==> src/rtl/nrzi_stuff_tx.sv <==
module nrzi_stuff_tx #(
  parameter int STUFF_RUN = 6,
  parameter int SE0_LEN   = 2
) (
  input  logic clk,
  input  logic rst_n,
  input  logic src_valid,
  input  logic src_bit,
  input  logic src_last,
  output logic src_ready,
  output logic line_p,
  output logic line_n,
  output logic line_oe
);
  localparam int RW = $clog2(STUFF_RUN + 1);
  localparam int SW = $clog2(SE0_LEN + 1);

  typedef enum logic [1:0] {S_IDLE, S_BITS, S_SE0, S_JEND} st_t;

  st_t           st;
  logic          lvl;
  logic          last_in;
  logic [RW-1:0] ones;
  logic [SW-1:0] se0_cnt;
  logic          stuff_due;

  assign stuff_due = (ones == RW'(STUFF_RUN));
  assign src_ready = (st == S_IDLE) ? 1'b1 : (st == S_BITS && !stuff_due && !last_in);
  assign line_oe   = (st != S_IDLE);
  assign line_p    = (st == S_BITS) ? lvl : (st != S_SE0);
  assign line_n    = (st == S_BITS) ? ~lvl : 1'b0;

  always_ff @(posedge clk) begin
    if (!rst_n) begin
      st      <= S_IDLE;
      lvl     <= 1'b1;
      last_in <= 1'b0;
      ones    <= '0;
      se0_cnt <= '0;
    end else begin
      case (st)
        S_IDLE: if (src_valid) begin
          st      <= S_BITS;
          lvl     <= src_bit;
          ones    <= src_bit ? RW'(1) : '0;
          last_in <= src_last;
        end
        S_BITS: begin
          if (stuff_due) begin
            lvl  <= ~lvl;
            ones <= '0;
          end else if (last_in) begin
            st      <= S_SE0;
            se0_cnt <= SW'(1);
          end else begin
            lvl     <= src_bit ? lvl : ~lvl;
            ones    <= src_bit ? ones + 1'b1 : '0;
            last_in <= src_last;
          end
        end
        S_SE0: begin
          if (se0_cnt == SW'(SE0_LEN)) st <= S_JEND;
          else se0_cnt <= se0_cnt + 1'b1;
        end
        default: begin
          st      <= S_IDLE;
          lvl     <= 1'b1;
          ones    <= '0;
          last_in <= 1'b0;
        end
      endcase
    end
  end


  zero_flip_chk: assert property (@(posedge clk) disable iff (!rst_n)
    (st == S_BITS && src_ready && !src_bit) |=> (line_p != $past(line_p)));

  one_hold_chk: assert property (@(posedge clk) disable iff (!rst_n)
    (st == S_BITS && src_ready && src_bit) |=> (line_p == $past(line_p)));

  stuff_flip_chk: assert property (@(posedge clk) disable iff (!rst_n)
    (st == S_BITS && stuff_due) |=> (line_p != $past(line_p) && line_oe));

  pair_diff_chk: assert property (@(posedge clk) disable iff (!rst_n)
    (line_p || line_n) |-> (line_p != line_n));

  idle_level_chk: assert property (@(posedge clk) disable iff (!rst_n)
    !line_oe |-> (line_p && !line_n && src_ready));

  eop_tail_chk: assert property (@(posedge clk) disable iff (!rst_n)
    (st == S_SE0 && se0_cnt == SW'(SE0_LEN)) |=> (line_oe && line_p && !line_n) ##1 !line_oe);
endmodule

==> config.mk <==
export PLATFORM = sky130hd
export DESIGN_NAME = nrzi_stuff_tx
export DESIGN_NICKNAME = d
export VERILOG_FILES = /design/src/rtl/nrzi_stuff_tx.sv
export SDC_FILE = /design/constraint.sdc
export NUM_CORES = 1
export LEC_CHECK = 0
export BUFFER_PORTS_ARGS = -buffer_cell sky130_fd_sc_hd__clkbuf_2
export CAP_MARGIN = 20
export CORE_UTILIZATION = 23
export DETAILED_ROUTE_END_ITERATION = 10
export PLACE_DENSITY = 0.41
export SYNTH_ARGS = -nofsm -noshare
export SYNTH_HDL_FRONTEND = slang
export SYNTH_SLANG_ARGS = --single-unit
==> constraint.sdc <==
create_clock -name clk -period 2.2 [get_ports clk]
set_input_delay 0.22 -clock clk [delete_from_list [all_inputs] [get_ports clk]]
set_output_delay 0.22 -clock clk [all_outputs]
set_load 0.005 [all_outputs]
* After elaboration in Yosys (flattened, before gate mapping)
Index checks and enable logic that the tools add are counted.
Word-level totals: bits in registers 9, bits of input ports 5, output and inout bits 4, word-level logic and storage cells 60
Cells by class: $add $sub $neg 2, eq/ne operators 12, multiplexer cells 27, bitwise operators 2, reduce and logical (&&, ||, !) cells 12
Operators with widths (number):
- 2-bit 2-to-1 mux | 7
- 3-bit 2-to-1 mux | 4
- 2-bit != test (second input constant) | 6
- 4-bit AND reduction | 3
- 1-bit 2-to-1 mux | 11
- 3-bit one-hot mux with 3 select lines | 1
- 3-bit != test (second input constant) | 2
- 1-bit one-hot mux with 3 select lines | 2
- 2-bit one-hot mux with 3 select lines | 1
- 3-bit AND reduction | 2
- 2-bit equality test (second input constant) | 2
- 2-bit one-hot mux with 2 select lines | 1
- 2-bit nonzero test | 2
- 3-bit by 1-bit adder with 3-bit output (second input constant) | 1
- 3-bit equality test (second input constant) | 1
- 2-bit by 1-bit adder with 2-bit output (second input constant) | 1
- 2-bit by 1-bit equality test with 1-bit output (second input constant) | 1
- 1-bit logical AND | 2
- 1-bit logical NOT | 2
- 2-bit logical NOT | 1
- 1-bit inverter | 2

* Logic depth before layout (Yosys ltp)
Gate-level depths: netlist of the first run.
depth after elaboration 5, mapped depth 7, gate-level depth less buffers 6

* Least setup slack after synthesis of the first run
OpenSTA, ideal clock, no wires.
path type register to register, start point reg st[0], end point reg ones[2], library setup time 0.117 ns, arrival 1.581 ns, data required time 2.083 ns, path slack 0.502 ns, stages on the path, launching flop included 7, path buffers 0, period minus slack after synthesis 1.698 ns, cells stage by stage dfxtp_1 > inv_1 > ha_1 > and2b_4 > a311oi_4 > o21ai_1 > a32o_2
On the way: word-level cells in the longest chain between the ends 3, elaborated cells on any way between the ends 8, classes of those cells 4 x eq/ne; 1 x mux; 1 x bitwise; 2 x reduce/logical
RTL lines:
- from (decl) | line 20 | st_t st;
- from (signal assigned) | line 35 | st <= S_IDLE;
- from (signal assigned) | line 43 | st <= S_BITS;
- from (signal assigned) | line 53 | st <= S_SE0;
- 2-bit by 1-bit equality test with 1-bit output (tied with other cells) | line 41 | case (st)
- 3-bit != test (no source line) (tied with other cells)
- 3-bit AND reduction (no source line)
- to (signal assigned) | line 45 | ones <= src_bit ? RW'(1) : '0;
- to (signal assigned) | line 57 | ones <= src_bit ? ones + 1'b1 : '0;
- to (decl) | line 23 | logic [RW-1:0] ones;
Parallel ways exist; a longest one is shown, timed or not. A chain may end at the register's enable or synchronous reset.

* Worst setup path after layout of the first run
Same ends and word-level chain as after synthesis.

==> results of run 1 <==
## worst reg2reg max path, stage by stage, from the launching register on
cell and delay [ps]:
dfxtp_1 370, inv_1 80, ha_1 280, and2b_4 220, a311oi_4 420, o21ai_1 120, a32o_2 280
## cells in the final DEF, fill, tap and decap left out, types with 2 or more instances in the layout
| cell | count |
|---|---|
| a21oi_1 | 2 |
| a31oi_1 | 2 |
| clkbuf_2 | 8 |
| clkbuf_4 | 3 |
| dfxtp_1 | 9 |
| ha_1 | 7 |
| inv_1 | 6 |
| nand2_1 | 8 |
| nand3_1 | 5 |
| nor2_1 | 5 |
| nor2b_1 | 3 |
| o21ai_0 | 4 |
## cell type report
| cell class | instances | area [µm²] |
|---|---|---|
| Clock buffer | 4 | 26.28 |
| Fill cell | 278 | 1784 |
| Inverter | 6 | 22.52 |
| Multi-Input combinational cell | 56 | 401.6 |
| Sequential cell | 9 | 180.2 |
| Tap cell | 30 | 37.54 |
| Timing Repair Buffer | 9 | 47.55 |
## metrics by stage
stage	cell area (µm²)	total power [µW]
floorplan	613.1	598.6
global placement	689.4	722.7
detailed placement	689.4	719.3
CTS	715.7	859.1
global route	715.7	940.8
finish	715.7	845.0
## per-layer routing
metal / vias up / share of wire / GRT usage
met4: 0 / 0.012 / 0.02632
met3: 2 / 0.051 / 0.05932
met5: - / 0 / 0
li1: 283 / - / -
met1: 243 / 0.48 / 0.1229
met2: 7 / 0.45 / 0.1750
## how the worst max path moves through the flow
stage / from / to / depth (start not counted)
after floorplan: st[0] / ones[2] / 6
after global placement: st[0] / ones[2] / 6
after detailed placement: st[0] / ones[2] / 6
after CTS: st[0] / ones[2] / 6
after global routing: st[0] / ones[2] / 6
final: st[0] / ones[2] / 6
## cells by family after synthesis
kind of cell,after synthesis
adder cells (fa/ha/maj),7
buffers and inverters,8
AO/OA/AOI/OAI,20
AND/OR/NAND/NOR,29
flip-flops,9
## flip-flops by register name (all words and copies together) (netlist names)
register and count:
st 2, last_in 1, lvl 1, se0_cnt 2, ones 3
## power by group
group / switching (µW) / leakage [µW] / internal (µW)
Combinational: 255 / 0.000222 / 204
Sequential: 40.5 / 0.0000737 / 212
Clock: 63.1 / 0.0000150 / 70.1
==> impl_metrics.env, run 1 <==
export IMPL_grt_setup_unrepaired="no"
export IMPL_synth_nets=85
export IMPL_rows=18
export IMPL_start_kind="register"
export IMPL_wl_um=1250
export IMPL_dp_cells=110
export IMPL_cts_root_buf="clkbuf_4"
export IMPL_first_pass_iters=3
export IMPL_postSynth_asyncResetShare=0
export IMPL_num_nets_final=97
export IMPL_crit_family="compound AO/OA/AOI/OAI gates"
export IMPL_cts_hold_buffers=0
export IMPL_setup_violations=0
export IMPL_h_tree_depth=1
export IMPL_min_period_over_period=0.8499
export IMPL_ff2ff_path_depth=6
export IMPL_clockBufferDepth=2
export IMPL_hold_ws_ps=213.1
export IMPL_ir_drop_v=0.0004341
export IMPL_min_path_cells=3
export IMPL_slowest_delay_ps=420
export IMPL_drc=0
export IMPL_fin_skew_ps=4.193
export IMPL_fin_ws_ps=330.3
export IMPL_max_freq_mhz=534.9
export IMPL_hold_path_startpoint="src_last"
export IMPL_cp_num_buf_inv=1
export IMPL_track_usage=0.1080
export IMPL_synth_common_cells="dfxtp_1, nand2_1, ha_1, inv_1"
export IMPL_areaGrowthSynthToFinish_pct=16.73
export IMPL_hp_class="in2reg"
export IMPL_critical_path_max_fanout=8
export IMPL_crit_path_end_kind="register"
export IMPL_fin_cells=114
export IMPL_worstSetupPathType="reg2reg"
export IMPL_io_pins=9
export IMPL_cts_setup_buffers=0
export IMPL_synthMuxAreaShare=0
export IMPL_synth_seq_cells=9
export IMPL_syn_inst=73
export IMPL_worstReg2RegStart="st[0]"
export IMPL_yosys_area_share_simple=0.2449
export IMPL_min_period_ps=1870
export IMPL_via_per_inst=4.693
export IMPL_tritoncts="done"
export IMPL_synth_top_family_by_area="compound AO/OA/AOI/OAI gates"
export IMPL_drtAntennaViolNets=0
export IMPL_drt_initial_drc_count=7
export IMPL_grt_pass1_vias=491
export IMPL_synth_ff_type="dfxtp_1"
export IMPL_synth_top_area_cell="dfxtp_1"
export IMPL_die_h_um=53.63
export IMPL_clk_pin_slew_worst_paths_ps=70
export IMPL_yosysSeqAreaShare=0.2939
export IMPL_wl_per_cell_um=10.96
export IMPL_drive_gt1_frac=0.2143
export IMPL_post_cts_resized=0
export IMPL_status="completed"
export IMPL_slew_violations=0
export IMPL_crit_arrival_ps=2030
export IMPL_grt_overflow_total=0
export IMPL_cp_slowest_cell="a311oi_4"
export IMPL_min_to="last_in"
export IMPL_die_area_um2=2876
export IMPL_finalCoreUtilization=0.2863
export IMPL_post_synth_top_count_cell="dfxtp_1"
export IMPL_antenna_found_initial=0
export IMPL_path_cells="inv_1, ha_1, and2b_4, a311oi_4, o21ai_1, a32o_2"
export IMPL_relSlewSlack=0.7284
export IMPL_coreArea_um2=2500
export IMPL_dp_final_hpwl_um=934.6
export IMPL_yosys_warnings=0
export IMPL_clock_latency_ps=260
export IMPL_drv_cap=0
export IMPL_place_ws_ps=324.1
export IMPL_hold_violations=0
export IMPL_globalplace_congestion=0.7451
export IMPL_synth_top_cell_area_share=0.2939
export IMPL_powerDensity_nw_per_um2=1181
export IMPL_synth_edf_count=0
export IMPL_grt_pass1_wl_um=2152
export IMPL_synth_xor_area_frac=0
export IMPL_syn_avg_cell_area_um2=8.398
export IMPL_portBuffers=8
export IMPL_synth_cell_type_count=32
export IMPL_synth_compound_area_share=0.2673
export IMPL_synthAdderAreaFrac=0.1429
export IMPL_grt_max_degree=16
export IMPL_tightestPinTransition_ps=407.4
export IMPL_tns_ps=0
export IMPL_numCtsBuffers=3
export IMPL_clock_sinks=9
export IMPL_yosys_top_cells_area="dfxtp_1, ha_1, nand2_1"
export IMPL_synth_area_um2=613.1
export IMPL_cp_required_ps=2360
export IMPL_rr_endpoint="ones[2]"
export IMPL_vias=535
export IMPL_die_x_um=53.63
export IMPL_diodes=0
export IMPL_r2r_slack_ps=330
export IMPL_start_util=0.2452
export IMPL_leakage_uw=0.0003103
(Power assumes the default switching activity.)
==> run 2, diff against run 1 <==
==> constraint.sdc (replaced) <==
create_clock -name clk -period 1.9 [get_ports clk]
set_input_delay 0.19 -clock clk [delete_from_list [all_inputs] [get_ports clk]]
set_output_delay 0.19 -clock clk [all_outputs]
set_load 0.005 [all_outputs]
==> run 2 against run 1 <==
Compared with the run above:
- global-route usage fell by 0.059 points
- die area did not move
- fmax rose by 8.0%
- critical path type unchanged
- largest power group unchanged
==> impl_metrics.env, run 2 (same netlist as run 1, synthesis figures left out) <==
export IMPL_ff2ff_path_depth=7
export IMPL_clock_latency_ps=260
export IMPL_fin_cells=116
export IMPL_grt_pass1_vias=510
export IMPL_track_usage=0.1074
export IMPL_regMostFlops="ones"
export IMPL_rows=18
export IMPL_fin_skew_ps=0.3999
export IMPL_max_freq_mhz=577.7
export IMPL_place_area_um2=704.4
export IMPL_grt_pass1_wl_um=2214
export IMPL_leakage_uw=0.0003195
export IMPL_first_pass_iters=4
export IMPL_clock_sinks=9
export IMPL_status="completed"
export IMPL_seq_power_share=0.285
export IMPL_hold_violations=0
export IMPL_worstSetupPathType="reg2reg"
export IMPL_grt_util_met1=0.1364
export IMPL_critical_path_max_fanout=5
export IMPL_powerDensity_nw_per_um2=1395
export IMPL_busiest_layer="met2"
export IMPL_setup_violations=0
export IMPL_h_tree_depth=1
export IMPL_vias=563
export IMPL_die_area_um2=2876
export IMPL_globalplace_congestion=0.7497
export IMPL_slew_violations=0
export IMPL_drv_cap=0
export IMPL_drive_gt1_frac=0.2326
export IMPL_min_to="last_in"
export IMPL_ir_drop_v=0.0004744
export IMPL_start_util=0.2452
export IMPL_grt_setup_unrepaired="no"
export IMPL_reg_top3="ones: 3 flops, se0_cnt: 2 flops, st: 2 flops"
export IMPL_post_route_cell_area_um2=730.7
export IMPL_hold_path_startpoint="src_last"
export IMPL_intPower_uw=591.1
export IMPL_largest_reg_flops=3
export IMPL_cts_hold_buffers=0
export IMPL_clockBufferDepth=2
export IMPL_cts_setup_buffers=0
export IMPL_antenna_found_initial=0
export IMPL_io_pins=9
export IMPL_drt_initial_drc_count=16
export IMPL_num_nets_final=99
export IMPL_wl_um=1291
export IMPL_cp_required_ps=2060
export IMPL_combPwrFrac=0.564
export IMPL_grt_met2_usage=0.1750
export IMPL_final_cell_mix="dfxtp_1, nand2_1, clkbuf_2"
export IMPL_met3_usage=0.02542
export IMPL_crit_arrival_ps=1890
export IMPL_r2r_slack_ps=170
export IMPL_min_period_ps=1731
export IMPL_grt_max_degree=16
export IMPL_finalCoreUtilization=0.2923
export IMPL_drtAntennaViolNets=0
export IMPL_switching_share=0.4201
export IMPL_dp_final_hpwl_um=976.7
export IMPL_power_switching_uw=428.2
export IMPL_drc=0
export IMPL_p_total_uw=1019
export IMPL_min_period_over_period=0.9110
export IMPL_worstReg2RegStart="st[0]"
export IMPL_min_path_cells=3
export IMPL_numCtsBuffers=3
export IMPL_coreArea_um2=2500
export IMPL_cts_root_buf="clkbuf_4"
export IMPL_hp_class="in2reg"
export IMPL_portBuffers=8
export IMPL_die_x_um=53.63
export IMPL_clk_pin_slew_worst_paths_ps=70
export IMPL_die_h_um=53.63
export IMPL_post_cts_resized=0
export IMPL_final_common_cell="dfxtp_1"
export IMPL_relSlewSlack=0.7649
export IMPL_areaGrowthSynthToFinish_pct=19.18
export IMPL_diodes=0
export IMPL_crit_path_end_kind="register"
export IMPL_via_per_inst=4.853
export IMPL_wl_per_cell_um=11.13
export IMPL_tightestPinTransition_ps=352.6
export IMPL_p_clk_frac=0.150
export IMPL_tritoncts="done"
export IMPL_dp_cells=112
export IMPL_rr_endpoint="ones[1]"
export IMPL_tns_ps=0
export IMPL_grt_overflow_total=0
export IMPL_start_kind="register"
## run 2: layout make-up
class / instances / area (µm²)
clock buffer: 4 / 26.28
fill: 269 / 1769
inverter: 6 / 22.52
multi-input combinational: 56 / 401.6
sequential: 9 / 180.2
tap: 30 / 37.54
timing repair buffer: 11 / 62.56
## run 2: power groups by stage
stage / logic [µW] / registers, µW / clock network (µW)
finish: 575 / 291 / 153
global route: 655 / 302 / 172
CTS: 578 / 291 / 159
detailed placement: 578 / 295 / 0
global placement: 584 / 296 / 0
floorplan: 408 / 285 / 0
## run 2: worst max-delay path: stages (launching register included)
cell and delay [ps]:
dfxtp_1 380, inv_1 80, ha_1 210, and2b_4 190, a311oi_4 340, buf_4 190
nor2b_1 40, o21a_1 170
## run 2: per-layer routing
| layer | part of all wire | wire [µm] |
|---|---|---|
| met1 | 0.50 | 643 |
| met2 | 0.44 | 571 |
| met4 | 0.012 | 15 |
| met3 | 0.046 | 60 |
| met5 | 0 | 0 |
## run 2: worst max-delay path by stage
stage / startpoint / to / slack (ps) / cells past startpoint
2_1_floorplan: st[0] / ones[2] / 200 / 6
3_3_place_gp: st[0] / ones[1] / 200 / 7
3_5_place_dp: st[0] / ones[1] / 180 / 7
4_1_cts: st[0] / ones[1] / 160 / 7
5_1_grt: st[0] / se0_cnt[1] / 30 / 6
6_report: st[0] / ones[1] / 170 / 7
## run 2: metrics by stage
stage               hold WS, ps  worst slack [ps]
global route              226.1             34.86
finish                    200.0             169.1
CTS                       199.7             158.7
floorplan                 351.7             201.9
global placement          454.3             202.9
detailed placement        460.4             175.8
